**src/rtl/rtc_alarm_pkg.sv**
```systemverilog
package rtc_alarm_pkg;
    localparam int NUM_FIELDS = 6;
    localparam int VAL_W      = 7;
    localparam int REG_W      = VAL_W + 1;
    localparam int ADDR_W     = 3;
    localparam int CTRL_ADDR  = NUM_FIELDS;
    localparam int FLAG_BIT   = 0;
    localparam int IE_BIT     = 3;

    typedef struct packed {
        logic             en;
        logic [VAL_W-1:0] val;
    } alarm_field_t;

    typedef struct packed {
        logic flag;
        logic ie;
    } ctrl_t;
endpackage

```
**src/rtl/rtc_alarm_field_cmp.sv**
```systemverilog
module rtc_alarm_field_cmp
    import rtc_alarm_pkg::*;
(
    input  alarm_field_t     fld_i,
    input  logic [VAL_W-1:0] cnt_i,
    output logic             armed_o,
    output logic             ok_o
);
    always_comb begin
        armed_o = fld_i.en;
        ok_o    = !fld_i.en || (fld_i.val == cnt_i);
    end
endmodule

```
**src/rtl/rtc_alarm_regs.sv**
```systemverilog
module rtc_alarm_regs
    import rtc_alarm_pkg::*;
(
    input  logic                          clk,
    input  logic                          rst_n,
    input  logic                          wr_i,
    input  logic [ADDR_W-1:0]             addr_i,
    input  logic [REG_W-1:0]              wdata_i,
    output alarm_field_t [NUM_FIELDS-1:0] fields_o
);
    typedef struct packed {
        alarm_field_t [NUM_FIELDS-1:0] fld;
    } regs_st_t;

    regs_st_t st_d, st_q;

    always_comb begin
        st_d = st_q;
        if (wr_i) begin
            for (int i = 0; i < NUM_FIELDS; i++) begin
                if (addr_i == ADDR_W'(i)) begin
                    st_d.fld[i] = alarm_field_t'(wdata_i);
                end
            end
        end
    end

    always_ff @(posedge clk or negedge rst_n) begin
        if (!rst_n) begin
            st_q <= '0;
        end else begin
            st_q <= st_d;
        end
    end

    assign fields_o = st_q.fld;

    for (genvar g = 0; g < NUM_FIELDS; g++) begin : g_store_chk

        alm_store_chk: assert property (@(posedge clk) disable iff (!rst_n)
            (wr_i && addr_i == ADDR_W'(g)) |=> (fields_o[g] == $past(wdata_i)));
    end
endmodule

```
**src/rtl/rtc_alarm_ctrl.sv**
```systemverilog
module rtc_alarm_ctrl
    import rtc_alarm_pkg::*;
(
    input  logic  clk,
    input  logic  rst_n,
    input  logic  wr_i,
    input  logic  flag_wdata_i,
    input  logic  ie_wdata_i,
    input  logic  match_i,
    output ctrl_t ctrl_o,
    output logic  irq_o
);
    ctrl_t st_d, st_q;

    always_comb begin
        st_d = st_q;
        if (wr_i) begin
            st_d.ie = ie_wdata_i;
            if (!flag_wdata_i) begin
                st_d.flag = 1'b0;
            end
        end
        if (match_i) begin
            st_d.flag = 1'b1;
        end
    end

    always_ff @(posedge clk or negedge rst_n) begin
        if (!rst_n) begin
            st_q <= '0;
        end else begin
            st_q <= st_d;
        end
    end

    assign ctrl_o = st_q;
    assign irq_o  = st_q.flag && st_q.ie;


    flag_set_chk: assert property (@(posedge clk) disable iff (!rst_n)
        match_i |=> ctrl_o.flag);

    flag_clr_chk: assert property (@(posedge clk) disable iff (!rst_n)
        (wr_i && !flag_wdata_i && !match_i) |=> !ctrl_o.flag);

    flag_hold_chk: assert property (@(posedge clk) disable iff (!rst_n)
        (ctrl_o.flag && !(wr_i && !flag_wdata_i)) |=> ctrl_o.flag);

    flag_rise_chk: assert property (@(posedge clk) disable iff (!rst_n)
        $rose(ctrl_o.flag) |-> $past(match_i));

    ie_store_chk: assert property (@(posedge clk) disable iff (!rst_n)
        wr_i |=> (ctrl_o.ie == $past(ie_wdata_i)));
endmodule

```
**src/rtl/rtc_alarm_match.sv**
```systemverilog
module rtc_alarm_match
    import rtc_alarm_pkg::*;
(
    input  logic              clk,
    input  logic              rst_n,
    input  logic [VAL_W-1:0]  cnt_sec,
    input  logic [VAL_W-1:0]  cnt_min,
    input  logic [VAL_W-1:0]  cnt_hour,
    input  logic [VAL_W-1:0]  cnt_wday,
    input  logic [VAL_W-1:0]  cnt_mday,
    input  logic [VAL_W-1:0]  cnt_month,
    input  logic [ADDR_W-1:0] bus_addr,
    input  logic              bus_wr,
    input  logic [REG_W-1:0]  bus_wdata,
    output logic [REG_W-1:0]  bus_rdata,
    output logic              alarm_irq
);
    localparam logic [REG_W-1:0] CTRL_LIVE = REG_W'((1 << FLAG_BIT) | (1 << IE_BIT));

    alarm_field_t [NUM_FIELDS-1:0] fields;
    logic [NUM_FIELDS-1:0][VAL_W-1:0] cnt_arr;
    logic [NUM_FIELDS-1:0] armed, ok;
    logic match, ctrl_wr;
    ctrl_t ctrl;

    assign cnt_arr = {cnt_month, cnt_mday, cnt_wday, cnt_hour, cnt_min, cnt_sec};
    assign ctrl_wr = bus_wr && (bus_addr == ADDR_W'(CTRL_ADDR));

    rtc_alarm_regs u_regs (
        .clk      (clk),
        .rst_n    (rst_n),
        .wr_i     (bus_wr),
        .addr_i   (bus_addr),
        .wdata_i  (bus_wdata),
        .fields_o (fields)
    );

    for (genvar g = 0; g < NUM_FIELDS; g++) begin : g_cmp
        rtc_alarm_field_cmp u_cmp (
            .fld_i   (fields[g]),
            .cnt_i   (cnt_arr[g]),
            .armed_o (armed[g]),
            .ok_o    (ok[g])
        );
    end

    assign match = (|armed) && (&ok);

    rtc_alarm_ctrl u_ctrl (
        .clk          (clk),
        .rst_n        (rst_n),
        .wr_i         (ctrl_wr),
        .flag_wdata_i (bus_wdata[FLAG_BIT]),
        .ie_wdata_i   (bus_wdata[IE_BIT]),
        .match_i      (match),
        .ctrl_o       (ctrl),
        .irq_o        (alarm_irq)
    );

    always_comb begin
        bus_rdata = '0;
        for (int i = 0; i < NUM_FIELDS; i++) begin
            if (bus_addr == ADDR_W'(i)) begin
                bus_rdata = fields[i];
            end
        end
        if (bus_addr == ADDR_W'(CTRL_ADDR)) begin
            bus_rdata[FLAG_BIT] = ctrl.flag;
            bus_rdata[IE_BIT]   = ctrl.ie;
        end
    end


    idle_chk: assert property (@(posedge clk) disable iff (!rst_n)
        !(|armed) |-> !match);

    rsv_zero_chk: assert property (@(posedge clk) disable iff (!rst_n)
        (bus_addr == ADDR_W'(CTRL_ADDR)) |-> ((bus_rdata & ~CTRL_LIVE) == '0));

    irq_flag_chk: assert property (@(posedge clk) disable iff (!rst_n)
        alarm_irq |-> (bus_addr != ADDR_W'(CTRL_ADDR) || bus_rdata[FLAG_BIT]));
endmodule

```
**config.mk**
```make
export PLATFORM = sky130hd
export DESIGN_NAME = rtc_alarm_match
export DESIGN_NICKNAME = d
export VERILOG_FILES = /design/src/rtl/rtc_alarm_pkg.sv /design/src/rtl/rtc_alarm_field_cmp.sv /design/src/rtl/rtc_alarm_regs.sv /design/src/rtl/rtc_alarm_ctrl.sv /design/src/rtl/rtc_alarm_match.sv
export SDC_FILE = /design/constraint.sdc
export NUM_CORES = 1
export LEC_CHECK = 0
export CORE_ASPECT_RATIO = 0.6
export CORE_UTILIZATION = 50
export CTS_BUF_LIST = sky130_fd_sc_hd__clkbuf_8
export DETAILED_ROUTE_END_ITERATION = 10
export MAX_ROUTING_LAYER = met4
export PLACE_DENSITY = 0.91
export SYNTH_ARGS = -nofsm -noshare
export SYNTH_HDL_FRONTEND = slang
export SYNTH_SLANG_ARGS = --single-unit
export TNS_END_PERCENT = 100
```
**constraint.sdc**
```tcl
create_clock -name clk -period 1.7 [get_ports clk]
set_input_delay 0.34 -clock clk [delete_from_list [all_inputs] [get_ports clk]]
set_output_delay 0.34 -clock clk [all_outputs]
set_load 0.02 [all_outputs]
```
**Yosys cells after proc, flatten, opt, wreduce, memory -nomap -nowiden**

Index checks and enable logic that the tools add are counted.

- Output and inout port bits: 9
- Register bits after elaboration: 50
- Logic and storage cells: 64
- Input port bits: 56

- Equal/unequal tests: 13
- Muxes and demuxes: 11
- Reduce and logical (&&, ||, !) cells: 26

Operators with widths:

| cell | count |
|---|---|
| 8-bit two-way mux | 6 |
| 7-bit == test | 6 |
| 2-bit AND reduction | 7 |
| 3-bit == test, second input constant | 3 |
| 3-bit by 2-bit == test with 1-bit output, second input constant | 2 |
| 1-bit logical NOT | 6 |
| 1-bit logical OR | 6 |
| 6-bit AND reduction | 1 |
| 6-bit OR reduction | 1 |
| 1-bit two-way mux | 4 |
| 3-bit by 1-bit == test with 1-bit output, second input constant | 1 |
| 1-bit logical AND | 3 |
| 3-bit logical NOT | 1 |
| 2-bit two-way mux | 1 |
| 2-bit by 1-bit inequality test with 1-bit output, second input constant | 1 |
| 2-bit nonzero test | 1 |

**Logic depth before layout (Yosys ltp)**

Gate-level depths: netlist (run 1).

- Word-level depth: 8
- Gate-level depth with buffers: 6
- Gate-level depth less buffers: 5

**Modules after synthesis**

Synthesis (run 1) repeated with hierarchy kept, for this count alone.

- Cells, all modules: 234
- Area, all modules: 3041.7 um2

Modules (own cells, without submodules):

| module | seq. area each (um2) | times used | area an instance (um2) | cells an instance |
|---|---|---|---|---|
| rtc_alarm_regs | 1201.2 | 1 | 1833.0 | 106 |
| rtc_alarm_match | 0.0 | 1 | 575.6 | 62 |
| rtc_alarm_field_cmp | 0.0 | 6 | 91.3 | 10 |
| rtc_alarm_ctrl | 50.0 | 1 | 85.1 | 6 |

**Worst setup path before layout (run 1)**

Ideal clock, no wire load.

- Path kind: in2out
- From: input bus_addr[1]
- To: output bus_rdata[2]
- Data required time: 1360 ps
- Stages: 6
- Buffers on the path: 3
- Slack: 18 ps
- Arrival: 1342 ps
- Cells stage by stage: buf_4 buf_6 buf_2 nor2_1 a31oi_1 o221ai_1

- Word-level cells in the longest chain between the ends: 7
- Elaborated cells on any way between the ends: 12
- Those cells by class: eq/ne (5); mux (6); reduce/logical (1)

RTL lines:

| element | RTL line | text |
|---|---|---|
| start, declared | rtc_alarm_match.sv:12 | `input logic [ADDR_W-1:0] bus_addr,` |
| 3-bit logical NOT | rtc_alarm_match.sv:63 | `if (bus_addr == ADDR_W'(i)) begin` |
| 8-bit two-way mux (5 in a row) | rtc_alarm_match.sv:63 |  |
| 8-bit two-way mux * | rtc_alarm_match.sv:63 |  |
| end, declared | rtc_alarm_match.sv:15 | `output logic [REG_W-1:0] bus_rdata,` |

Every way passes the cells marked *; elsewhere a longest branch is shown, timed or not.

**Worst setup path after layout (run 1)**

- From: register u_regs.st_q, in the netlist u_regs.fields_o[24]
- To: output bus_rdata[0]

- Word-level cells in the longest chain between the ends: 4

RTL lines:

| element | RTL line | text |
|---|---|---|
| start, declared | rtc_alarm_regs.sv:15 | `regs_st_t st_d, st_q;` |
| start signal, assigned | rtc_alarm_regs.sv:32 | `st_q <= st_d;` |
| 8-bit two-way mux (3 in a row) | rtc_alarm_match.sv:63 |  |
| 1-bit two-way mux | rtc_alarm_match.sv:67 | `if (bus_addr == ADDR_W'(CTRL_ADDR)) begin` |

Every way passes these cells.

==> flow_results.xml, run 1 <==
<?xml version="1.0" encoding="UTF-8"?>
<metrics>
  <group name="pwr">
    <metric name="power.ir.vdd_worst" unit="mV">0.644</metric>
    <metric name="total_power" unit="mW">4.18</metric>
    <metric name="cellPowerDensity" unit="nW/um2">961</metric>
    <metric name="pwr-share-comb" unit="%">42.9</metric>
    <metric name="power.switching" unit="mW">1.39</metric>
    <metric name="clockPowerShare" unit="%">17.5</metric>
    <metric name="sw_frac_of_total" unit="%">33.3</metric>
    <metric name="power.leakage" unit="nW">1.90</metric>
    <metric name="internal-power" unit="mW">2.79</metric>
    <metric name="seq_power_share" unit="%">39.6</metric>
  </group>
  <group name="detailed_routing">
    <metric name="num_vias" unit="">2526</metric>
    <metric name="routed_wire_length_per_instance" unit="um">21.7</metric>
    <metric name="routed_wirelength" unit="mm">9.52</metric>
    <metric name="detail_route.vias_per_cell" unit="">5.75</metric>
    <metric name="drc_errors" unit="">0</metric>
    <metric name="drt-initial-drc-count" unit="">232</metric>
    <metric name="postRouteAntennaNets" unit="">0</metric>
    <metric name="dr.pass1.iters" unit="">5</metric>
  </group>
  <group name="synthesis">
    <metric name="synth.cell_area" unit="um2">2860</metric>
    <metric name="synthMostInstantiatedCell" unit="">sky130_fd_sc_hd__mux2_2</metric>
    <metric name="synth_largest_area_cell" unit="">sky130_fd_sc_hd__dfrtp_1</metric>
    <metric name="total_nets_after_synthesis" unit="">285</metric>
    <metric name="yosysWarnings" unit="">0</metric>
    <metric name="netlist-cell-type-count" unit="">31</metric>
    <metric name="ys_async_sr_fraction" unit="%">100</metric>
    <metric name="syn_inst" unit="">229</metric>
    <metric name="synth_largest_type_area_fraction" unit="%">43.8</metric>
    <metric name="synth_seq_cells" unit="">50</metric>
    <metric name="yosys-top-cells-area" unit="">sky130_fd_sc_hd__dfrtp_1 44%, sky130_fd_sc_hd__mux2_2 20%, sky130_fd_sc_hd__xor2_1 6.7%, sky130_fd_sc_hd__xnor2_1 6.1%, sky130_fd_sc_hd__mux2i_1 4.9%</metric>
    <metric name="synth-edff-count" unit="">0</metric>
    <metric name="synth-seq-area-share" unit="%">43.8</metric>
    <metric name="synth_ff_type" unit="">sky130_fd_sc_hd__dfrtp_1</metric>
    <metric name="ys_top_cells_by_count" unit="">51 x sky130_fd_sc_hd__mux2_2, 50 x sky130_fd_sc_hd__dfrtp_1, 22 x sky130_fd_sc_hd__xor2_1</metric>
    <metric name="syn_avg_cell_area" unit="um2">12.5</metric>
  </group>
  <group name="global_route">
    <metric name="grt_max_degree" unit="">51</metric>
    <metric name="initial_antenna_violation_count" unit="">0</metric>
    <metric name="grt_first_pass_wirelength" unit="mm">14.2</metric>
    <metric name="groute.usage.overall" unit="%">34.5</metric>
    <metric name="first_global_vias" unit="">2537</metric>
    <metric name="globalRoute.totalOverflow" unit="">0</metric>
  </group>
  <group name="die">
    <metric name="num_rows" unit="">20</metric>
    <metric name="core_region_area" unit="um2">5280</metric>
    <metric name="die_width" unit="um">99.6</metric>
    <metric name="floorplan.initialDensity" unit="%">54.1</metric>
    <metric name="io_pins" unit="">65</metric>
    <metric name="die_area" unit="um2">6030</metric>
    <metric name="chipHeight" unit="um">60.6</metric>
  </group>
  <group name="run_status">
    <metric name="result_of_the_run" unit="">complete, but fails checks</metric>
    <metric name="failed_checks" unit="">hold timing, setup timing</metric>
  </group>
  <group name="timing">
    <metric name="post_route_minimum_period" unit="ns">1.92</metric>
    <metric name="timing.setup.tns" unit="ns">-0.961</metric>
    <metric name="drv_slew" unit="">0</metric>
    <metric name="fin_worst_hold_slack" unit="ns">-0.00687</metric>
    <metric name="slew_headroom" unit="%">77.2</metric>
    <metric name="finalSetupViolations" unit="">17</metric>
    <metric name="postLayoutSetupSlackWorst" unit="ns">-0.218</metric>
    <metric name="timing.final.crit_share" unit="%">113</metric>
    <metric name="hold_viol_final" unit="">7</metric>
    <metric name="max_freq" unit="GHz">0.521</metric>
    <metric name="worstMarginPinSlew" unit="ns">0.338</metric>
    <metric name="grt_setup_unrepaired" unit="">true</metric>
    <metric name="finalClockSkew" unit="ns">0.00420</metric>
  </group>
  <group name="critical_path">
    <metric name="worstPathRequired" unit="ns">1.36</metric>
    <metric name="timing.critical_path.arrival" unit="ns">1.58</metric>
    <metric name="rr_endpoint" unit="">u_ctrl.ctrl_o[1]</metric>
    <metric name="endpoint_kind" unit="">output port</metric>
    <metric name="crit_path_max_fanout" unit="">2</metric>
    <metric name="start_kind" unit="">flip-flop</metric>
    <metric name="timing_worst_setup_path_type" unit="">reg2out</metric>
    <metric name="worstRegToRegCells" unit="">6</metric>
    <metric name="timing.reg2reg.setup_slack" unit="ns">-0.04</metric>
    <metric name="timing.critical_path.from" unit="">u_regs.fields_o[24]</metric>
    <metric name="endpoint" unit="">bus_rdata[0]</metric>
    <metric name="r2r-start" unit="">u_regs.fields_o[17]</metric>
  </group>
  <group name="finish">
    <metric name="n_fill_cell" unit="">286</metric>
    <metric name="finish.net_count" unit="">417</metric>
    <metric name="sequential_cell_area" unit="um2">1250</metric>
    <metric name="drive_above_1_share" unit="%">45.0</metric>
    <metric name="syn2layout_area_growth" unit="%">52.3</metric>
    <metric name="multi_input_comb_area" unit="um2">1650</metric>
    <metric name="antenna_cells_inserted" unit="">0</metric>
    <metric name="finish.utilization" unit="%">82.4</metric>
  </group>
  <group name="clock_network">
    <metric name="cell_chosen_for_the_clock_root" unit="">sky130_fd_sc_hd__clkbuf_8</metric>
    <metric name="post_cts_hold_buffer_count" unit="">0</metric>
    <metric name="clock_transition_at_the_registers_of_the_reported_paths" unit="ns">0.09</metric>
    <metric name="clock_sink_count" unit="">50</metric>
    <metric name="cts_tree" unit="">done</metric>
    <metric name="cts-buffers-inserted" unit="">5</metric>
    <metric name="ctsLongestPathBuffers" unit="">2</metric>
    <metric name="insertion_delay" unit="ns">0.31</metric>
    <metric name="cts-htree-levels" unit="">2</metric>
  </group>
  <group name="placement">
    <metric name="detailedPlacementHpwl" unit="mm">6.52</metric>
    <metric name="portBuffers" unit="">64</metric>
    <metric name="place_ws" unit="ns">-0.956</metric>
    <metric name="gpl_congestion" unit="">0.867</metric>
  </group>
  <group name="hold_path">
    <metric name="hp-class" unit="">in2async</metric>
  </group>
  <group name="flow_run">
    <metric name="max_cap_violations" unit="">0</metric>
  </group>
</metrics>
[layout make-up]
class / count / area share, %
Multi-Input combinational cell: 171 / 38.0
Inverter: 1 / 0.0863
Tap cell: 77 / 2.21
Timing Repair Buffer: 132 / 28.9
Sequential cell: 50 / 28.8
Clock buffer: 6 / 1.90
Clock inverter: 2 / 0.201
[cells in the final DEF, fill, tap and decap left out, types with 8 or more instances in the layout]
master and n:
sky130_fd_sc_hd__buf_4 64, sky130_fd_sc_hd__clkdlybuf4s50_1 51, sky130_fd_sc_hd__dfrtp_1 50, sky130_fd_sc_hd__mux2_2 49
sky130_fd_sc_hd__xor2_1 22, sky130_fd_sc_hd__xnor2_1 18, sky130_fd_sc_hd__mux2i_1 13, sky130_fd_sc_hd__nand2_1 11
sky130_fd_sc_hd__nor2_1 8
[worst max-delay path, cell delays in order (launching register included)]
cell                      delay (ns)
sky130_fd_sc_hd__dfrtp_1        0.40
sky130_fd_sc_hd__mux4_2         0.47
sky130_fd_sc_hd__mux2_4         0.28
sky130_fd_sc_hd__buf_6          0.13
[routing by layer]
metal | GRT usage (%) | part of all wire, % | up-vias
met2 | 55.5 | 46 | 131
met4 | 9.45 | 3.2 | 0
met5 | - | 0 | -
li1 | - | - | 1098
met1 | 45.3 | 43 | 1259
met3 | 7.14 | 8.0 | 38
[state kept, by name, summed over array words and instances (netlist names)]
register / flops
u_regs.fields_o: 48
u_ctrl.ctrl_o: 2
[kinds of logic (layout without fill, tap and decap cells)]
logic type | after synthesis | after routing | share of synthesized area (%)
DFF | 50 | 50 | 43.8
AOI/OAI and AO/OA | 23 | 23 | 5.87
muxes | 67 | 67 | 26.6
buffers and inverters | 8 | 141 | 2.28
and+or+nand+nor | 39 | 39 | 8.63
xor gates and xnor gates | 42 | 42 | 12.9
[repair_timing]
item | CTS | global route
resized for setup | 73 | 11
gates cloned | 2 | 0
endpoints found under the setup margin | 57 | 18
setup buffers | 4 | 0
pin swaps | 7 | 4
[metrics by stage]
stage               cell area, um2  instances
CTS                           4290        439
global placement              4070        425
detailed placement            4070        425
finish                        4350        439
global route                  4350        439
floorplan                     2860        229
[worst min path at each step]
| stage | endpoint | slack (ns) | cells past startpoint |
|---|---|---|---|
| final | u_regs.fields_o[8] | -0.007 | 2 |
| after global routing | u_regs.fields_o[8] | 0.02 | 2 |
| after CTS | u_regs.fields_o[8] | 0.03 | 2 |
| after detailed placement | u_regs.fields_o[8] | 0.35 | 2 |
| after global placement | u_regs.fields_o[8] | 0.35 | 2 |
| after floorplan | u_ctrl.ctrl_o[0] | 0.04 | 0 |
[power by group through the flow]
stage / clock network [mW] / logic (mW) / registers, mW
after floorplan: 0 / 0.736 / 1.66
after global placement: 0 / 1.54 / 1.65
after detailed placement: 0 / 1.60 / 1.67
after CTS: 0.717 / 1.69 / 1.64
final: 0.731 / 1.79 / 1.66
after global routing: 0.781 / 1.90 / 1.68
No activity file was read; power rests on OpenSTA's default activity.
==> run 2, diff against run 1 <==
--- a/config.mk
+++ b/config.mk
@@ -10,8 +10,9 @@
 export CTS_BUF_LIST = sky130_fd_sc_hd__clkbuf_8
 export DETAILED_ROUTE_END_ITERATION = 10
 export MAX_ROUTING_LAYER = met4
-export PLACE_DENSITY = 0.91
+export PLACE_DENSITY = 0.9
 export SYNTH_ARGS = -nofsm -noshare
 export SYNTH_HDL_FRONTEND = slang
+export SYNTH_HIERARCHICAL = 1
 export SYNTH_SLANG_ARGS = --single-unit
 export TNS_END_PERCENT = 100
==> run 2 against run 1 <==
  * The flow still finishes with violations (hold timing, setup timing)
  * Sequential power is 2% lower
  * Non-clock buffer count is 25 higher
  * Fmax is 7.1% higher
  * Clock skew is 0.0029 ns lower
  * Flip-flop and latch count stayed put
  * Clock power is 4.8% lower
  * Combinational power is 9% higher
  * Global-route usage is 5.0 points lower
  * Cell count is 4.8% higher
  * Critical path type is now reg2reg
  * Largest power group unchanged
  * Highest routed layer unchanged
==> flow_results.xml, run 2 <==
<?xml version="1.0" encoding="UTF-8"?>
<metrics>
  <group name="run_status">
    <metric name="result_of_the_run" unit="">complete, but fails checks</metric>
    <metric name="failed_checks" unit="">hold timing, setup timing</metric>
  </group>
  <group name="critical_path">
    <metric name="r2r-start" unit="">u_regs/fields_o[20]</metric>
    <metric name="timing.critical_path.from" unit="">u_regs/fields_o[20]</metric>
    <metric name="timing.reg2reg.setup_slack" unit="ns">-0.09</metric>
    <metric name="timing_worst_setup_path_type" unit="">reg2reg</metric>
    <metric name="crit_path_max_fanout" unit="">2</metric>
    <metric name="timing.critical_path.arrival" unit="ns">2.04</metric>
    <metric name="start_kind" unit="">flip-flop</metric>
    <metric name="worstPathRequired" unit="ns">1.94</metric>
    <metric name="endpoint_kind" unit="">flip-flop</metric>
  </group>
  <group name="synthesis">
    <metric name="synth_largest_area_cell" unit="">sky130_fd_sc_hd__dfrtp_1</metric>
    <metric name="yosys-top-cells-area" unit="">sky130_fd_sc_hd__dfrtp_1 41%, sky130_fd_sc_hd__mux2_2 18%, sky130_fd_sc_hd__xnor2_1 6.9%, sky130_fd_sc_hd__mux2i_1 6.6%, sky130_fd_sc_hd__xor2_1 5.2%</metric>
    <metric name="synth.cell_area" unit="um2">3040</metric>
    <metric name="synth_seq_cells" unit="">50</metric>
    <metric name="yosysWarnings" unit="">6</metric>
    <metric name="synth-edff-count" unit="">0</metric>
    <metric name="netlist-cell-type-count" unit="">33</metric>
    <metric name="syn_inst" unit="">234</metric>
    <metric name="synthMostInstantiatedCell" unit="">sky130_fd_sc_hd__dfrtp_1</metric>
    <metric name="total_nets_after_synthesis" unit="">290</metric>
    <metric name="synth_ff_type" unit="">sky130_fd_sc_hd__dfrtp_1</metric>
    <metric name="syn_avg_cell_area" unit="um2">13.0</metric>
    <metric name="ys_top_cells_by_count" unit="">50 x sky130_fd_sc_hd__dfrtp_1, 48 x sky130_fd_sc_hd__mux2_2, 24 x sky130_fd_sc_hd__xnor2_1</metric>
    <metric name="synth-seq-area-share" unit="%">41.1</metric>
    <metric name="ys_async_sr_fraction" unit="%">100</metric>
    <metric name="synth_largest_type_area_fraction" unit="%">41.1</metric>
  </group>
  <group name="finish">
    <metric name="n_fill_cell" unit="">360</metric>
    <metric name="antenna_cells_inserted" unit="">0</metric>
    <metric name="final-instance-count-excl-fill" unit="">460</metric>
    <metric name="sequential_cell_area" unit="um2">1250</metric>
    <metric name="drive_above_1_share" unit="%">51.3</metric>
    <metric name="finish.utilization" unit="%">80.4</metric>
    <metric name="syn2layout_area_growth" unit="%">51.4</metric>
    <metric name="mostFrequentLayoutCell" unit="">sky130_fd_sc_hd__buf_4</metric>
    <metric name="finish.net_count" unit="">437</metric>
    <metric name="multi_input_comb_area" unit="um2">1790</metric>
    <metric name="layout_common_cells" unit="">92 x sky130_fd_sc_hd__buf_4, 50 x sky130_fd_sc_hd__dfrtp_1, 49 x sky130_fd_sc_hd__mux2_2</metric>
    <metric name="number_of_flip_flops_in_the_largest_register" unit="">48</metric>
  </group>
  <group name="placement">
    <metric name="gpl_congestion" unit="">0.846</metric>
    <metric name="post-place-cells" unit="">438</metric>
    <metric name="portBuffers" unit="">64</metric>
    <metric name="detailedPlacementHpwl" unit="mm">6.27</metric>
    <metric name="place_ws" unit="ns">-0.890</metric>
  </group>
  <group name="timing">
    <metric name="finalSetupViolations" unit="">4</metric>
    <metric name="post_route_minimum_period" unit="ns">1.79</metric>
    <metric name="drv_slew" unit="">0</metric>
    <metric name="postLayoutSetupSlackWorst" unit="ns">-0.0917</metric>
    <metric name="hold_viol_final" unit="">7</metric>
    <metric name="fin_worst_hold_slack" unit="ns">-0.00496</metric>
    <metric name="finalClockSkew" unit="ns">0.00131</metric>
    <metric name="worstMarginPinSlew" unit="ns">0.495</metric>
    <metric name="grt_setup_unrepaired" unit="">true</metric>
    <metric name="max_freq" unit="GHz">0.558</metric>
    <metric name="timing.setup.tns" unit="ns">-0.171</metric>
    <metric name="timing.final.crit_share" unit="%">105</metric>
    <metric name="slew_headroom" unit="%">67.0</metric>
  </group>
  <group name="clock_network">
    <metric name="post_cts_hold_buffer_count" unit="">0</metric>
    <metric name="ctsLongestPathBuffers" unit="">2</metric>
    <metric name="cts-buffers-inserted" unit="">5</metric>
    <metric name="insertion_delay" unit="ns">0.30</metric>
    <metric name="cell_chosen_for_the_clock_root" unit="">sky130_fd_sc_hd__clkbuf_8</metric>
    <metric name="clock_sink_count" unit="">50</metric>
    <metric name="cts_tree" unit="">done</metric>
    <metric name="cts-htree-levels" unit="">2</metric>
    <metric name="clock_transition_at_the_registers_of_the_reported_paths" unit="ns">0.09</metric>
  </group>
  <group name="die">
    <metric name="die_width" unit="um">103</metric>
    <metric name="die_area" unit="um2">6410</metric>
    <metric name="io_pins" unit="">65</metric>
    <metric name="core_region_area" unit="um2">5730</metric>
    <metric name="num_rows" unit="">21</metric>
    <metric name="floorplan.initialDensity" unit="%">53.1</metric>
    <metric name="chipHeight" unit="um">62.4</metric>
  </group>
  <group name="flow_run">
    <metric name="max_cap_violations" unit="">0</metric>
  </group>
  <group name="detailed_routing">
    <metric name="postRouteAntennaNets" unit="">0</metric>
    <metric name="drc_errors" unit="">0</metric>
    <metric name="detail_route.vias_per_cell" unit="">5.46</metric>
    <metric name="routed_wirelength" unit="mm">8.68</metric>
    <metric name="routed_wire_length_per_instance" unit="um">18.9</metric>
    <metric name="drt-initial-drc-count" unit="">85</metric>
    <metric name="dr.pass1.iters" unit="">4</metric>
    <metric name="num_vias" unit="">2513</metric>
  </group>
  <group name="global_route">
    <metric name="initial_antenna_violation_count" unit="">0</metric>
    <metric name="globalRoute.totalOverflow" unit="">0</metric>
    <metric name="grt_first_pass_wirelength" unit="mm">13.6</metric>
    <metric name="first_global_vias" unit="">2629</metric>
    <metric name="grt_max_degree" unit="">22</metric>
    <metric name="groute.usage.overall" unit="%">29.5</metric>
  </group>
  <group name="pwr">
    <metric name="cellPowerDensity" unit="nW/um2">930</metric>
    <metric name="total_power" unit="mW">4.28</metric>
    <metric name="power.leakage" unit="nW">2.05</metric>
    <metric name="power.ir.vdd_worst" unit="mV">0.494</metric>
  </group>
  <group name="hold_path">
    <metric name="hp-class" unit="">in2async</metric>
  </group>
</metrics>
run 2: cell types whose count changed in the layout (fill, tap and decap cells not counted), sizes merged, moves of 4 or more:
cell    previous run  this run
mux2i             14        20
nor2               9         2
a221oi             0         6
xor2              22        18
xnor2             20        24
nand2             11         2
a31oi              7         0
buf               78       105
o221ai             6         0
o21a               0         6
run 2: what timing repair did:
action	CTS	global route
pin swaps	10	13
cloned	3	0
buffers inserted	10	3
resized for setup	75	13
setup endpoints to repair	36	29
run 2: logic make-up (layout without fill, tap and decap cells):
logic type | Yosys count | count (layout) | share of synthesized area (%)
xor gates and xnor gates | 42 | 42 | 12.1
buffers and inverters | 17 | 163 | 3.95
muxes | 71 | 71 | 25.6
DFF | 50 | 50 | 41.1
AOI/OAI and AO/OA | 27 | 27 | 10.8
and+or+nand+nor | 27 | 27 | 6.46
run 2: critical path, stage by stage (launching register included):
cell                      delay [ns]
sky130_fd_sc_hd__dfrtp_1        0.39
sky130_fd_sc_hd__buf_4          0.15
sky130_fd_sc_hd__xnor2_2        0.13
sky130_fd_sc_hd__nand4_1        0.24
sky130_fd_sc_hd__o41ai_2        0.32
sky130_fd_sc_hd__nand4_1        0.21
sky130_fd_sc_hd__nor3_2         0.19
sky130_fd_sc_hd__a21o_1         0.10
run 2: routing by layer:
metal | vias to the layer above | part of all wire [%] | track usage [%]
met5 | - | 0 | -
met4 | 0 | 2.1 | 7.68
met3 | 17 | 5.7 | 5.15
met2 | 84 | 48 | 47.3
met1 | 1251 | 45 | 38.7
li1 | 1161 | - | -
run 2: final timing paths:
path,endpoint,cells after the start
setup / recovery,u_ctrl/ctrl_o[1],7
hold / removal,u_regs/fields_o[40],1
setup reg to reg,u_ctrl/ctrl_o[1],7
hold reg to reg,u_regs/fields_o[16],2
max in group asynchronous,u_regs/fields_o[3],2
min in group clk,u_regs/fields_o[16],2
run 2: area by class of cell:
class / instances / area share [%]
clock buffers: 6 / 1.79
well taps: 80 / 2.17
flip-flops and latches: 50 / 27.2
repair buffers: 157 / 29.9
multi-input cells: 167 / 38.9
run 2: stage by stage:
step,hold slack [ns],instance area (um2)
after global placement,0.328,4270
after CTS,0.00716,4530
final,-0.00496,4610
after detailed placement,0.329,4270
after global routing,0.0111,4610
after floorplan,0.0444,3040
run 2: report_power, final:
group	switching [mW]	internal [mW]	leakage (nW)	total, mW
combinational	0.810	1.15	1.41	1.96
sequential	0.165	1.46	0.599	1.62
clock	0.381	0.315	0.0431	0.696
